--- src/rtl/ow_temp_reader.sv ---
module ow_temp_reader #(
  parameter int CLKS_PER_US = 50,
  parameter int RESET_US    = 960,
  parameter int SLOT_US     = 65,
  parameter int CONV_US     = 750000,
  parameter int W0_LOW_US   = 60,
  parameter int W1_LOW_US   = 2,
  parameter int SAMPLE_US   = 12,
  parameter int RAW_BITS    = 12,
  parameter int FRAC_BITS   = 4,
  parameter int OUT_W       = 7
) (
  input  logic             clk,
  input  logic             rst_n,
  input  logic             rd_en,
  input  logic             dq_i,
  output logic             dq_oe,
  output logic [OUT_W-1:0] temp_c,
  output logic             ready,
  output logic             no_device
);
  localparam int DIV_W  = (CLKS_PER_US > 1) ? $clog2(CLKS_PER_US) : 1;
  localparam int MAXLEN = (CONV_US > RESET_US) ? CONV_US : RESET_US;
  localparam int US_W   = $clog2(MAXLEN + 1);
  localparam int RB_W   = $clog2(RAW_BITS);

  typedef enum logic [2:0] {S_IDLE, S_RST, S_WR, S_CONV, S_RD} st_t;
  st_t st;

  logic [DIV_W-1:0]    div;
  logic [US_W-1:0]     us, len;
  logic [2:0]          bit_i;
  logic [1:0]          byte_i;
  logic [RB_W-1:0]     rbit;
  logic [RAW_BITS-1:0] raw;
  logic [7:0]          cmd;
  logic                tick, last, wbit;

  function automatic logic [OUT_W-1:0] whole_deg(input logic [RAW_BITS-1:0] r);
    logic signed [RAW_BITS-1:0] s;
    s = $signed(r) >>> FRAC_BITS;
    return s[OUT_W-1:0];
  endfunction

  assign tick = div == DIV_W'(CLKS_PER_US - 1);
  assign len  = (st == S_RST) ? US_W'(RESET_US) : (st == S_CONV) ? US_W'(CONV_US) : US_W'(SLOT_US);
  assign last = tick && us == len - US_W'(1);
  assign cmd  = (byte_i == 2'd0) ? 8'hCC : (byte_i == 2'd1) ? 8'h44 : 8'hBE;
  assign wbit = cmd[bit_i];

  assign dq_oe = (st == S_RST && us < US_W'(RESET_US / 2)) ||
                 (st == S_WR  && us < (wbit ? US_W'(W1_LOW_US) : US_W'(W0_LOW_US))) ||
                 (st == S_RD  && us < US_W'(W1_LOW_US));

  always_ff @(posedge clk) begin
    if (!rst_n) begin
      st <= S_IDLE; div <= '0; us <= '0; bit_i <= '0; byte_i <= '0;
      rbit <= '0; raw <= '0; temp_c <= '0; ready <= 1'b0; no_device <= 1'b0;
    end else begin
      div <= (st == S_IDLE || tick) ? '0 : div + DIV_W'(1);
      if (st == S_IDLE || last) us <= '0;
      else if (tick)            us <= us + US_W'(1);
      case (st)
        S_IDLE: if (rd_en) begin
          st <= S_RST; ready <= 1'b0; no_device <= 1'b0;
        end
        S_RST: if (last) begin
          if (!dq_i) begin
            st <= S_WR; bit_i <= '0; byte_i <= '0;
          end else begin
            st <= S_IDLE; no_device <= 1'b1;
          end
        end
        S_WR: if (last) begin
          bit_i <= bit_i + 3'd1;
          if (bit_i == 3'd7) begin
            byte_i <= byte_i + 2'd1;
            if (byte_i == 2'd1) st <= S_CONV;
            else if (byte_i == 2'd2) begin
              st <= S_RD; rbit <= '0;
            end
          end
        end
        S_CONV: if (last) st <= S_WR;
        S_RD: begin
          if (tick && us == US_W'(SAMPLE_US - 1)) raw <= {dq_i, raw[RAW_BITS-1:1]};
          if (last) begin
            rbit <= rbit + RB_W'(1);
            if (rbit == RB_W'(RAW_BITS - 1)) begin
              st <= S_IDLE; ready <= 1'b1; temp_c <= whole_deg(raw);
            end
          end
        end
        default: st <= S_IDLE;
      endcase
    end
  end
endmodule

--- config.mk ---
export PLATFORM = sky130hd
export DESIGN_NAME = ow_temp_reader
export DESIGN_NICKNAME = d
export VERILOG_FILES = /design/src/rtl/ow_temp_reader.sv
export SDC_FILE = /design/constraint.sdc
export NUM_CORES = 1
export LEC_CHECK = 0
export ABC_AREA = 1
export ABC_CLOCK_PERIOD_IN_PS = 2800
export CORE_MARGIN = 10
export CORE_UTILIZATION = 35
export CTS_CLUSTER_DIAMETER = 30
export DETAILED_ROUTE_END_ITERATION = 8
export MAX_ROUTING_LAYER = met4
export PLACE_DENSITY = 0.51
export RECOVER_POWER = 50
export SETUP_SLACK_MARGIN = 0.05
export SLEW_MARGIN = 20
export SYNTH_ARGS = -nofsm -noshare
export SYNTH_HDL_FRONTEND = slang
export SYNTH_SLANG_ARGS = --single-unit
export TNS_END_PERCENT = 10
--- constraint.sdc ---
create_clock -name clk -period 2.8 [get_ports clk]
set_input_delay 0.56 -clock clk [delete_from_list [all_inputs] [get_ports clk]]
set_output_delay 0.56 -clock clk [all_outputs]
set_load 0.02 [all_outputs]
After elaboration in Yosys (flattened, before gate mapping)
Index checks and enable logic that the tools add are counted.
- $add $sub $neg: 6
- $lt $le $gt $ge: 4
- eq/ne operators: 23
- muxes and demuxes: 40
- bitwise operators: 1
- reduce and logical (&&, ||, !) cells: 25
- operator list (operator ; number):
    20-bit 2-to-1 mux ; 2
    3-bit 2-to-1 mux ; 12
    20-bit by 1-bit adder with 20-bit output, second input constant ; 1
    20-bit == test ; 1
    20-bit by 4-bit == test with 1-bit output, second input constant ; 1
    20-bit by 2-bit < comparator with 1-bit output, second input constant ; 1
    20-bit by 6-bit < comparator with 1-bit output ; 1
    20-bit by 9-bit < comparator with 1-bit output, second input constant ; 1
    4-bit 2-to-1 mux ; 5
    20-bit by 1-bit subtractor with 20-bit output, second input constant ; 1
    8-bit 2-to-1 mux ; 2
    2-bit inequality test, second input constant ; 8
    3-bit one-hot mux with 5 select lines ; 1
    4-bit AND reduction ; 3
    2-bit 2-to-1 mux ; 5
    4-bit one-hot mux with 2 select lines ; 1
    8-bit AND reduction ; 1
    2-bit nonzero test ; 4
    6-bit by 1-bit adder with 6-bit output, second input constant ; 1
    3-bit by 2-bit == test with 1-bit output, second input constant ; 2
    3-bit == test, second input constant ; 2
    6-bit == test, second input constant ; 1
    1-bit 2-to-1 mux ; 6
    6-bit 2-to-1 mux ; 1
    24 further kinds ; 35
- flip-flop bits (word level): 59
- logic and storage cells: 109

Depth between registers and ports, before layout
- word-level depth: 10
- mapped depth: 13

Worst setup path before layout
OpenSTA, ideal clock, no wires.
- kind: register to output
- start: register byte_i[1]
- end: output dq_oe
- data arrival time: 1971 ps
- data required time: 2240 ps
- slack: 269 ps
- stages on the path, launching flop included: 13
- path buffers: 0
- path through: dfxtp_1 -> inv_1 -> ha_1 -> nor2_1 -> nand2_1 -> nand3_1 -> and2_1 -> ha_1 -> nand2_1 -> nand2_1 -> nor4_1 -> nand2_1 -> a21oi_1
- cells in the longest elaborated chain, start to end: 10
- elaborated cells between the ends (all ways): 11
- those cells by class: order compare: 1; eq/ne: 1; mux: 5; reduce/logical: 4
- RTL lines (element ; RTL line ; RTL):
    start, declared ; 33 ; logic [1:0] byte_i;
    start signal, assigned ; 77 ; byte_i <= byte_i + 2'd1;
    2-bit by 1-bit == test with 1-bit output ; 48 ; assign cmd = (byte_i == 2'd0) ? 8'hCC : (byte_i == 2'd1) ? 8'h44 : 8'hBE;
    8-bit 2-to-1 mux ; 48 ;
    8-bit 2-to-1 mux (*) ; 48 ;
    1-bit binary-select mux with 3-bit select (*) ; 49 ; assign wbit = cmd[bit_i];
    1-bit 2-to-1 mux (implied by the code) (*) ; 49 ;
    6-bit 2-to-1 mux (*) ; 52 ; (st == S_WR && us < (wbit ? US_W'(W1_LOW_US) : US_W'(W0_LOW_US))) ||
    20-bit by 6-bit < comparator with 1-bit output (*) ; 52 ;
    1-bit logical AND (*) ; 52 ;
    1-bit logical OR (*) ; 51 ; assign dq_oe = (st == S_RST && us < US_W'(RESET_US / 2)) ||
    1-bit logical OR (*) ; 52 ;
    end, declared ; 17 ; output logic dq_oe,
Mark *: on every way between the ends. The rest lies on a longest branch, timed or not. The select of a mux whose other input is x is not followed.

Worst setup path after layout
- start: register byte_i[0]
- end: output dq_oe
Same word-level chain as after synthesis.

==> out/summary.txt <==
Synth Warn # = 0
Vias in the first global route = 2668
# rows = 33
I/O Buffers = 13
Syn Area/Cell = 7.02 um2
DRC errors left = 0
DP Cell Count = 564
Max incr delay on CP = 0.38 ns
Synthesized flop and latch total = 55
Leak Pwr = 1.48 nW
Clk_skew = 0.0120 ns
Min-Delay Path Class = reg -> reg
Most frequent cells in the layout = nor2_1, nand2_1, dfxtp_1
Clk slew on worst S/H paths = 0.11 ns
Final instance area = 3610 um2
Proportion of layout cells with a drive suffix above 1 = 0.145
Area Growth Syn to Fin = 19.0%
Drt first pass iters = 6
Core Box Area = 8340 um2
Chip Height = 113 um
Final hold viol count = 0
I/O pins = 14
Syn nets = 450
Root Buffer Master = clkbuf_8
Seq. cell area = 1110 um2
Multi-input gate area = 1790 um2
Final ANT Viol Nets = 0
Max Cap Viol = 0
Worst path bufs/invs = 3
Final Util = 0.433
Area after DPL = 3410 um2
Fmax = 0.369 GHz
DR vias = 2772
R2R Path Start = div[0]$_SDFF_PP0_
Tot Pwr = 2.11 mW
Filler cells = 886
Unrepaired setup endpoints after global routing = true
Via/cell ratio = 4.82
Setup ws final = 0.0886 ns
Minimum clock period = 2.71 ns
Pins Over Slew Limit = 0
Peak VDD IR = 0.000272 V
Worst Setup Path Type = reg -> out
Yosys cell types = 38
CP required = 2.24 ns
Clock sink total = 55
Final net count = 487
Critical Path AT = 2.15 ns
Worst-path fanout max = 3
Initial antenna violation count = 0
Placer Congestion = 0.831
Longest Clk Path Bufs = 2
Post-Synthesis Cell Area = 3030 um2
Slowest CP cell = dfxtp_4
Power Density = 585 nW/um2
Ant. Diodes = 0
Tightest Pin Transition = 0.654 ns
Top Family by Delay on Critical Path = simple AND/OR/NAND/NOR gates
Area contributors post-synth = dfxtp_1, nor2_1, nand2_1, ha_1, inv_1
Critical path launch point = byte_i[0]$_SDFFE_PN0P_
Area leader, netlist = dfxtp_1
DRT iter0 DRCs = 113
Largest net degree at the start of global routing = 20
CP Cell Sequence = inv_2 > ha_2 > nor2_1 > nand2_1 > nand3_2 > and2_4 > buf_6 > ha_4 > nand2_1 > nand2_1 > nor4_2 > nand2_2 > a21oi_2 > buf_6
CP Capture Type = primary output
Worst slack at placement = -0.202 ns
Initial Util = 0.363
CP Launch Type = flip-flop
Status = finished, final reports clean
Avg WL per Cell = 12.2 um
Die footprint = 12800 um2
CTS tree = yes
CTS H-tree lvls = 2
Mapped Cells = 432
Worst relative slew slack = 0.562
Most common cell after layout, fill and taps aside = nor2_1
CP most frequent cell = nand2_1
Clk_lat worst skew = 0.32 ns
Min-Delay Startpoint = ready$_SDFFE_PN0P_
CTS Buf Count = 5
Layout Cells excl Fill = 575
Grt ovf = 0
Final setup viols = 0
Die X = 113 um
Sequential area share after synthesis = 0.363
Period Utilization, post-route = 0.968
Drt total wl = 7.03 mm
Total track usage = 0.118
Yosys top cell area share = 0.363
Post-DP HPWL = 5.32 mm
First-pass GRT wire length = 12.4 mm
[metrics by stage]
step                hold slack [ns]  setup TNS (ns)
global route                  0.489         -0.0222
finish                        0.453               0
global placement              0.436          -0.154
floorplan                     0.450               0
detailed placement            0.443          -0.202
CTS                           0.461               0
[registers in the layout, summed over array words and instances (netlist names), 2 cells and up]
signal / count
bit_i: 3
st: 3
us: 20
byte_i: 2
rbit: 4
temp_c: 7
raw: 8
div: 6
[worst reg2reg max path, stage by stage, from the launching register on]
cell	delay (ns)
dfxtp_1	0.43
ha_1	0.20
nand3_2	0.08
nor2_1	0.51
nand2_1	0.14
nor2_2	0.15
nand2_4	0.13
o21ai_0	0.45
nand3_1	0.16
nand2_1	0.09
inv_1	0.04
nor2_1	0.09
[worst paths after layout]
kind / to / slack [ns] / cells past startpoint
setup / recovery: dq_oe / 0.09 / 14
setup reg to reg: st[2]$_SDFFE_PN0P_ / 0.29 / 11
hold reg to reg: ready$_SDFFE_PN0P_ / 0.45 / 2
hold / removal: ready$_SDFFE_PN0P_ / 0.45 / 2
[cells in the mapped netlist]
cell      count
nor2_1       93
nand2_1      74
dfxtp_1      55
inv_1        43
a21oi_1      25
nand3_1      24
nor3_1       15
ha_1         14
nand4_1      13
o21ai_0      13
xor2_1       13
inv_2         5
o21ai_1       4
xnor2_1       4
nor2_2        3
o21ai_2       3
clkbuf_1      2
nand2_2       2
nand2_4       2
nand3b_1      2
nor2_8        2
nor3_2        2
nor3b_1       2
nor4_1        2
o31ai_1       2
a211oi_1      1
a21o_1        1
a31oi_1       1
and2_1        1
buf_1         1
buf_2         1
buf_6         1
nand3_2       1
nand3_4       1
o211ai_1      1
o22ai_2       1
or2_0         1
or2_2         1
[power by group]
part           total, mW  leakage, nW  internal, mW  switching [mW]
sequential         0.900        0.445         0.844          0.0565
clock              0.477       0.0495         0.187           0.290
combinational      0.733        0.987         0.293           0.440
total               2.11         1.48          1.32           0.787
[logic make-up after synthesis]
group | Yosys count | share of synthesized area
compound gates | 52 | 0.0966
buf+inv | 53 | 0.0685
xor+xnor | 17 | 0.0491
fa+ha+maj | 14 | 0.0578
simple gates | 241 | 0.365
flops | 55 | 0.363
[per-layer routing]
metal  GRT usage  part of all wire  vias to the layer above
li1            -                 -                     1476
met3      0.0248             0.051                        5
met4      0.0330             0.011                        0
met5           -                 0                        -
met2       0.179              0.46                       47
met1       0.154              0.48                     1244
[layout make-up]
type,instances,area share
sequential,55,0.307
multi-input combinational,324,0.496
clock inverter,3,0.00728
timing repair buffer,35,0.0843
tap,105,0.0364
inverter,48,0.0506
clock buffer,5,0.0191
[what timing repair did]
item                       CTS  global route
gates cloned                 0             0
hold buffers                 0             0
buffers inserted             3             0
gates resized for setup     23             7
setup endpoints to repair    1             1
pin swaps                   10             2
Note: power is estimated with default switching activity, not from simulation.
